## config.mk

```make
export PLATFORM = sky130hd
export DESIGN_NAME = sdram_rd_seq
export DESIGN_NICKNAME = d
export VERILOG_FILES = /design/src/rtl/sdram_rd_pkg.sv /design/src/rtl/sdram_rd_timer.sv /design/src/rtl/sdram_rd_capture.sv /design/src/rtl/sdram_rd_seq.sv
export SDC_FILE = /design/constraint.sdc
export NUM_CORES = 1
export LEC_CHECK = 0
export BUFFER_PORTS_ARGS = -buffer_cell sky130_fd_sc_hd__buf_2
export CAP_MARGIN = 10
export CORE_MARGIN = 8
export CORE_UTILIZATION = 48
export CTS_BUF_LIST = sky130_fd_sc_hd__clkbuf_4 sky130_fd_sc_hd__clkbuf_8 sky130_fd_sc_hd__clkbuf_16
export DETAILED_ROUTE_END_ITERATION = 7
export GPL_TIMING_DRIVEN = 0
export PLACE_DENSITY = 0.86
export SKIP_CTS_REPAIR_TIMING = 1
export SYNTH_ARGS = -nofsm -noshare
export SYNTH_HDL_FRONTEND = slang
export SYNTH_SLANG_ARGS = --single-unit
```

## constraint.sdc

```tcl
create_clock -name clk_i -period 1.8 [get_ports clk_i]
set_input_delay 0.36 -clock clk_i [delete_from_list [all_inputs] [get_ports clk_i]]
set_output_delay 0.36 -clock clk_i [all_outputs]
set_load 0.01 [all_outputs]
```

## src/rtl/sdram_rd_pkg.sv

```systemverilog
package sdram_rd_pkg;
  // {ras_n, cas_n, we_n}
  typedef enum logic [2:0] {
    CMD_ACT = 3'b011,
    CMD_RD  = 3'b101,
    CMD_PRE = 3'b010,
    CMD_NOP = 3'b111
  } cmd_e;

  typedef enum logic [1:0] {
    ST_IDLE,
    ST_OPEN,
    ST_READ
  } seq_st_e;
endpackage

```

## src/rtl/sdram_rd_timer.sv

```systemverilog
module sdram_rd_timer #(
  parameter int unsigned LIMIT = 1
) (
  input  logic clk_i,
  input  logic rst_ni,
  input  logic load_i,
  output logic done_o
);
  localparam int unsigned W = (LIMIT > 1) ? $clog2(LIMIT) : 1;
  localparam logic [W-1:0] LOAD_VAL = W'(LIMIT - 1);

  logic [W-1:0] cnt_q;

  always_ff @(posedge clk_i or negedge rst_ni) begin
    if (!rst_ni) begin
      cnt_q <= '0;
    end else if (load_i) begin
      cnt_q <= LOAD_VAL;
    end else if (cnt_q != '0) begin
      cnt_q <= cnt_q - 1'b1;
    end
  end

  assign done_o = (cnt_q == '0);
endmodule

```

## src/rtl/sdram_rd_capture.sv

```systemverilog
module sdram_rd_capture #(
  parameter int unsigned DQ_W = 8,
  parameter int unsigned CL   = 2
) (
  input  logic              clk_i,
  input  logic              rst_ni,
  input  logic              rd_issue_i,
  input  logic [2*DQ_W-1:0] dq_i,
  output logic              rd_valid_o,
  output logic [DQ_W-1:0]   rd_data_o
);
  localparam int unsigned SR_W = CL + 2;

  logic [SR_W-1:0] sr_q;
  logic [DQ_W-1:0] hold_q [2];
  logic [1:0]      rem_q;
  logic            pair0, pair1;

  // sr_q[i] is set i cycles after the READ is on the bus
  assign pair0 = sr_q[CL];
  assign pair1 = sr_q[CL+1];

  always_ff @(posedge clk_i or negedge rst_ni) begin
    if (!rst_ni) begin
      sr_q       <= '0;
      hold_q[0]  <= '0;
      hold_q[1]  <= '0;
      rem_q      <= '0;
      rd_valid_o <= 1'b0;
      rd_data_o  <= '0;
    end else begin
      sr_q <= {sr_q[SR_W-2:0], rd_issue_i};
      if (pair0) begin
        rd_data_o  <= dq_i[DQ_W-1:0];
        rd_valid_o <= 1'b1;
        hold_q[0]  <= dq_i[2*DQ_W-1:DQ_W];
        rem_q      <= 2'd3;
      end else if (rem_q != 2'd0) begin
        rd_data_o  <= hold_q[0];
        rd_valid_o <= 1'b1;
        rem_q      <= rem_q - 2'd1;
        if (pair1) begin
          hold_q[0] <= dq_i[DQ_W-1:0];
          hold_q[1] <= dq_i[2*DQ_W-1:DQ_W];
        end else begin
          hold_q[0] <= hold_q[1];
        end
      end else begin
        rd_valid_o <= 1'b0;
      end
    end
  end

  AST_NO_OVERLAP: assert property (@(posedge clk_i) disable iff (!rst_ni)
    pair0 |-> (rem_q == 2'd0));
  AST_SECOND_PAIR: assert property (@(posedge clk_i) disable iff (!rst_ni)
    pair1 |-> (rem_q == 2'd3 && rd_valid_o));
endmodule

```

## src/rtl/sdram_rd_seq.sv

```systemverilog
module sdram_rd_seq
  import sdram_rd_pkg::*;
#(
  parameter int unsigned BA_W   = 2,
  parameter int unsigned ROW_W  = 13,
  parameter int unsigned COL_W  = 10,
  parameter int unsigned ADDR_W = 13,
  parameter int unsigned DQ_W   = 8,
  parameter int unsigned T_RCD  = 3,
  parameter int unsigned T_RAS  = 7,
  parameter int unsigned T_RP   = 3,
  parameter int unsigned T_RC   = 12,
  parameter int unsigned CL     = 2
) (
  input  logic              clk_i,
  input  logic              rst_ni,
  input  logic              req_valid_i,
  output logic              req_ready_o,
  input  logic [BA_W-1:0]   req_bank_i,
  input  logic [ROW_W-1:0]  req_row_i,
  input  logic [COL_W-1:0]  req_col_i,
  input  logic              req_all_i,
  output logic [2:0]        cmd_o,
  output logic [ADDR_W-1:0] addr_o,
  output logic [BA_W-1:0]   ba_o,
  input  logic [2*DQ_W-1:0] dq_i,
  output logic              rd_valid_o,
  output logic [DQ_W-1:0]   rd_data_o
);
  localparam int unsigned AP_BIT    = 10;
  localparam int unsigned BURST_CYC = 2; // four words, two per clock

  seq_st_e             st_q, st_d;
  cmd_e                cmd_q, cmd_d;
  logic [ADDR_W-1:0]   addr_q, addr_d;
  logic [BA_W-1:0]     ba_q, ba_d;
  logic [BA_W-1:0]     bank_q;
  logic [COL_W-1:0]    col_q;
  logic                all_q;
  logic                accept;
  logic                rcd_done, ras_done, rp_done, rc_done, rtp_done;
  logic                is_act, is_rd, is_pre;

  assign req_ready_o = (st_q == ST_IDLE) && rp_done && rc_done;
  assign accept      = req_valid_i && req_ready_o;

  always_comb begin
    st_d   = st_q;
    cmd_d  = CMD_NOP;
    addr_d = '0;
    ba_d   = bank_q;
    unique case (st_q)
      ST_IDLE: if (accept) begin
        cmd_d              = CMD_ACT;
        addr_d[ROW_W-1:0]  = req_row_i;
        ba_d               = req_bank_i;
        st_d               = ST_OPEN;
      end
      ST_OPEN: if (rcd_done) begin
        cmd_d              = CMD_RD;
        addr_d[COL_W-1:0]  = col_q;
        addr_d[AP_BIT]     = 1'b0;
        st_d               = ST_READ;
      end
      ST_READ: if (ras_done && rtp_done) begin
        cmd_d              = CMD_PRE;
        addr_d[AP_BIT]     = all_q;
        st_d               = ST_IDLE;
      end
      default: st_d = ST_IDLE;
    endcase
  end

  always_ff @(posedge clk_i or negedge rst_ni) begin
    if (!rst_ni) begin
      st_q   <= ST_IDLE;
      cmd_q  <= CMD_NOP;
      addr_q <= '0;
      ba_q   <= '0;
      bank_q <= '0;
      col_q  <= '0;
      all_q  <= 1'b0;
    end else begin
      st_q   <= st_d;
      cmd_q  <= cmd_d;
      addr_q <= addr_d;
      ba_q   <= ba_d;
      if (accept) begin
        bank_q <= req_bank_i;
        col_q  <= req_col_i;
        all_q  <= req_all_i;
      end
    end
  end

  assign cmd_o  = cmd_q;
  assign addr_o = addr_q;
  assign ba_o   = ba_q;

  assign is_act = (cmd_d == CMD_ACT);
  assign is_rd  = (cmd_d == CMD_RD);
  assign is_pre = (cmd_d == CMD_PRE);

  sdram_rd_timer #(.LIMIT(T_RCD)) u_trcd (
    .clk_i(clk_i), .rst_ni(rst_ni), .load_i(is_act), .done_o(rcd_done));
  sdram_rd_timer #(.LIMIT(T_RAS)) u_tras (
    .clk_i(clk_i), .rst_ni(rst_ni), .load_i(is_act), .done_o(ras_done));
  sdram_rd_timer #(.LIMIT(T_RC)) u_trc (
    .clk_i(clk_i), .rst_ni(rst_ni), .load_i(is_act), .done_o(rc_done));
  sdram_rd_timer #(.LIMIT(T_RP)) u_trp (
    .clk_i(clk_i), .rst_ni(rst_ni), .load_i(is_pre), .done_o(rp_done));
  // keeps the close behind the last data beat
  sdram_rd_timer #(.LIMIT(BURST_CYC)) u_trtp (
    .clk_i(clk_i), .rst_ni(rst_ni), .load_i(is_rd), .done_o(rtp_done));

  sdram_rd_capture #(.DQ_W(DQ_W), .CL(CL)) u_cap (
    .clk_i      (clk_i),
    .rst_ni     (rst_ni),
    .rd_issue_i (is_rd),
    .dq_i       (dq_i),
    .rd_valid_o (rd_valid_o),
    .rd_data_o  (rd_data_o)
  );

  AST_ACCEPT_ACT: assert property (@(posedge clk_i) disable iff (!rst_ni)
    accept |=> (cmd_o == CMD_ACT));
  AST_RD_AFTER_RCD: assert property (@(posedge clk_i) disable iff (!rst_ni)
    (cmd_o == CMD_RD) |-> ($past(rcd_done) && !addr_o[AP_BIT]));
  AST_PRE_AFTER_RAS: assert property (@(posedge clk_i) disable iff (!rst_ni)
    (cmd_o == CMD_PRE) |-> $past(ras_done && rtp_done));
  AST_ACT_AFTER_RP_RC: assert property (@(posedge clk_i) disable iff (!rst_ni)
    (cmd_o == CMD_ACT) |-> $past(rp_done && rc_done));
  AST_BUSY_NOT_READY: assert property (@(posedge clk_i) disable iff (!rst_ni)
    (cmd_o == CMD_ACT || cmd_o == CMD_RD) |-> !req_ready_o);
endmodule

```

==> results_tabular.tex <==
\begin{tabular}{lr}
\hline
Metric & Value \\
\hline
\multicolumn{2}{l}{\textbf{Floorplan}} \\
Count of standard-cell rows & 29 \\
Horiz. Die Dim & between 90 and 100 µm \\
Starting Density & 49.73\% \\
Die outline area & about 9400 µm² \\
Boundary Pins & 73 \\
Die height & between 90 and 100 µm \\
Core region area & 6350 µm² \\
\multicolumn{2}{l}{\textbf{Power}} \\
Part of the total power dissipated in combinational logic & about a third \\
Part of the power in registers & 43.0\% \\
Ratio of total power to cell area & roughly 1600 nW/µm² \\
Maximum resistive drop on vdd & 0.0008887 V \\
Total chip power & between 6 and 7 mW \\
Reported leakage power & 1.921 nW \\
Fraction of power spent switching nets & 31.07\% \\
Power Internal & roughly 4.4 mW \\
Total net switching power & 1.969 mW \\
Relative contribution of the clock network to total power & 22.6\% \\
\multicolumn{2}{l}{\textbf{Synth}} \\
Most frequently used flop master after synthesis & dfrtp\_1 \\
Cells after Synth & 243 \\
Most frequent cell after synthesis & dfrtp\_1 \\
Post-synthesis async set-or-reset flop share & between 90\% and 100\% \\
Synth top area share & a little under three fifths \\
Synth Area in Adders & under 10\% \\
Leading area contributor after synthesis & dfrtp\_1 \\
Flip-flop and latch count after synthesis & 75 \\
Library cells used by synthesis & 32 \\
Largest family of logic cells by synthesized area & multiplexers \\
Post-Syn Area & between 3000 and 4000 µm² \\
Number of enable-type register cells in the synthesized netlist & 0 \\
Post-synthesis compound-gate area fraction & about 7.3\% \\
Top cells by area, synth & dfrtp\_1, mux2\_2, mux2i\_1 \\
Average cell area after synthesis & about 13 µm² \\
Total number of yosys warnings & 0 \\
Proportion of synthesized area in mux cells & between 15 and 20\% \\
Synthesized Nets & 295 \\
Synth top cells by count & dfrtp\_1, mux2\_2, nand2\_1 \\
Xor/xnor cell area share of the yosys netlist & 1.664\% \\
Portion of the post-synthesis area used by sequential elements & approximately three fifths \\
Simple-gate share of the synthesized area & under 10\% \\
\multicolumn{2}{l}{\textbf{Timing}} \\
Setup-failing EPs final & 9 \\
Final number of max-transition violations & 0 \\
Final hold vios & 0 \\
Final worst setup slack & -69.91 ps \\
Worst-case clock skew & about 10 ps \\
Min cycle time layout & 1870 ps \\
Transition time at the pin with the least slew margin & a little under 500 ps \\
Maximum clock frequency & between 0.5 and 0.6 GHz \\
Period utilisation layout & 103.9\% \\
Headroom to the max-slew limit & between 60 and 70\% \\
RSZ-0062 raised after global routing & yes \\
Total negative slack for setup checks & -332.8 ps \\
\multicolumn{2}{l}{\textbf{Finish}} \\
Net total in the final layout & slightly below 400 \\
Final antenna diode count & 0 \\
Area Growth Syn to Fin & 24.96\% \\
Layout filler cell count & between 400 and 500 \\
Fraction of layout cells with a size suffix above 1 & between 40\% and 50\% \\
\multicolumn{2}{l}{\textbf{Clocking}} \\
Clock sink count & 75 \\
TritonCTS Buffers & 9 \\
Worst-skew pair later-pin latency & approximately 340 ps \\
Maximum root-to-sink buffer count & 2 \\
Clock transition at the registers of the reported paths & roughly 80 ps \\
Htree depth & 3 \\
Root buf cell & clkbuf\_8 \\
Clock tree from TritonCTS & built \\
\multicolumn{2}{l}{\textbf{Routing}} \\
Average routed wire per standard cell & around 16 µm \\
Remaining number of nets flagged by the antenna check after routing & 0 \\
Drc violations & 0 \\
Via count & between 2000 and 2500 \\
Pre-Repair DR Iteration Count & 4 \\
Post-detailed-routing wire length & $\sim$6700 µm \\
Initial DRC count & 64 \\
Routed vias/inst & a little over 5 \\
\multicolumn{2}{l}{\textbf{Global routing}} \\
Combined global-route utilization of all metal layers & 14.67\% \\
First-pass GRT wire length & roughly 11000 µm \\
Residual overflow from global routing & 0 \\
Maximum number of pins on one net before global-route repair & 51 \\
Antenna violations before repair & 0 \\
Number of global-route vias before repair & 2338 \\
\multicolumn{2}{l}{\textbf{Worst setup path}} \\
Signal arrival time at the worst endpoint & 1510 ps \\
Startpoint types & flip-flop \\
Critical path start-end classification & flip-flop to output pin \\
Worst endpoint required time & $\sim$1400 ps \\
CP max FO & 5 \\
Worst setup EP type & output pin \\
\multicolumn{2}{l}{\textbf{Flow run}} \\
Number of max-capacitance violations reported & 0 \\
\multicolumn{2}{l}{\textbf{Place}} \\
Quantity of I/O buffers inserted on ports & 72 \\
Final GP Congestion & about 0.72 \\
Post-detailed-placement half-perimeter wirelength & 4806 µm \\
\multicolumn{2}{l}{\textbf{Outcome}} \\
Failing checks & negative setup slack \\
Status & finished, violations left \\
\multicolumn{2}{l}{\textbf{Worst hold path}} \\
Path category of the worst min-delay check & primary input to flip-flop \\
\hline
\end{tabular}
## area by class of cell
type / instances / area [µm²] / area share (%)
sequential: 75 / 1881 / 47.65
multi-input combinational: 143 / 1177 / 29.84
timing repair buffer: 80 / 442.9 / 11.22
clock buffer: 11 / 145.1 / 3.678
tap: 77 / 96.34 / 2.441
clock inverter: 5 / 77.57 / 1.966
buffer: 11 / 73.82 / 1.871
inverter: 14 / 52.55 / 1.332
## power by group through the flow
stage / logic (mW) / clock network, mW / registers, mW
2_1_floorplan: 1.48 / 0 / 2.75
3_3_place_gp: 1.96 / 0 / 2.71
3_5_place_dp: 2.10 / 0 / 2.75
4_1_cts: 2.10 / 1.46 / 2.72
5_1_grt: 2.46 / 1.53 / 2.81
6_report: 2.18 / 1.43 / 2.72
## cell usage in the layout, fill, tap and decap left out, types with 3 or more instances in the layout
cell type	Yosys	layout
a22o_1	11	11
buf_2	3	75
buf_4	1	7
clkbuf_1	5	4
clkbuf_8	0	10
dfrtp_1	72	72
dfstp_2	3	3
ha_1	7	6
inv_1	14	12
mux2_2	29	29
mux2_4	3	3
mux2i_1	16	16
nand2_1	22	22
nand2b_1	4	4
nor2_1	8	8
o211ai_1	3	3
o21ai_0	18	18
xnor2_1	3	3
xor2_1	3	3
## critical path, cell delays in order, from the launching register on
cell     delay [ps]
dfrtp_1         380
inv_2            90
ha_4            130
nor3b_4         250
and3_1          190
buf_2           120
## registers in the layout (all words and copies together), names as in the netlist
register          cells
u_trc.cnt_q           4
col_q                10
u_trcd.cnt_q          2
u_cap.rd_data_o       8
u_trp.cnt_q           2
all_q                 1
u_cap.rem_q           2
u_cap.rd_valid_o      1
st_q                  2
u_cap.sr_q            4
bank_q                2
ba_o                  2
cmd_o                 3
u_tras.cnt_q          3
addr_o               13
u_cap.hold_q         16
## logic make-up (layout without fill, tap and decap cells)
| kind of cell | Yosys count | in the layout |
|---|---|---|
| mux | 48 | 48 |
| flops | 75 | 75 |
| xor+xnor | 6 | 6 |
| compound gates | 35 | 35 |
| fa+ha+maj | 7 | 7 |
| buf+inv | 25 | 121 |
| simple gates | 47 | 47 |
## per-layer routing
metal | share of wire (%) | vias up | track usage [%]
li1 | - | 1019 | -
met1 | 42 | 1052 | 16.87
met2 | 48 | 68 | 23.28
met3 | 8.7 | 12 | 6.259
met4 | 1.4 | 0 | 6.391
met5 | 0 | - | 0
## per-stage QoR
step	cell area (µm²)	std cells	hold slack (ps)	setup slack (ps)	util [%]
after floorplan	3158	243	64.41	3.599	-
after global placement	3615	392	332.9	-117.1	56.93
after detailed placement	3645	393	298.1	-166.3	57.40
after CTS	3867	409	-78.20	-241.0	60.91
after global routing	3946	416	217.2	-150.9	62.15
final	3946	416	226.4	-69.91	62.15
## worst paths after layout
| kind | slack (ps) | depth (start not counted) | end | startpoint |
|---|---|---|---|---|
| max in group asynchronous | 770 | 3 | u_cap.hold_q[6] | rst_ni |
| min in group asynchronous | 480 | 2 | u_trp.cnt_q[0] | rst_ni |
| max | -70 | 5 | req_ready_o | u_trc.cnt_q[0] |
| min reg2reg | 360 | 0 | u_cap.sr_q[2] | u_cap.sr_q[1] |
| max reg2reg | -50 | 7 | col_q[6] | u_trc.cnt_q[0] |
| min | 230 | 2 | addr_o[11] | req_row_i[11] |
Power figures use the tool's default switching activity.
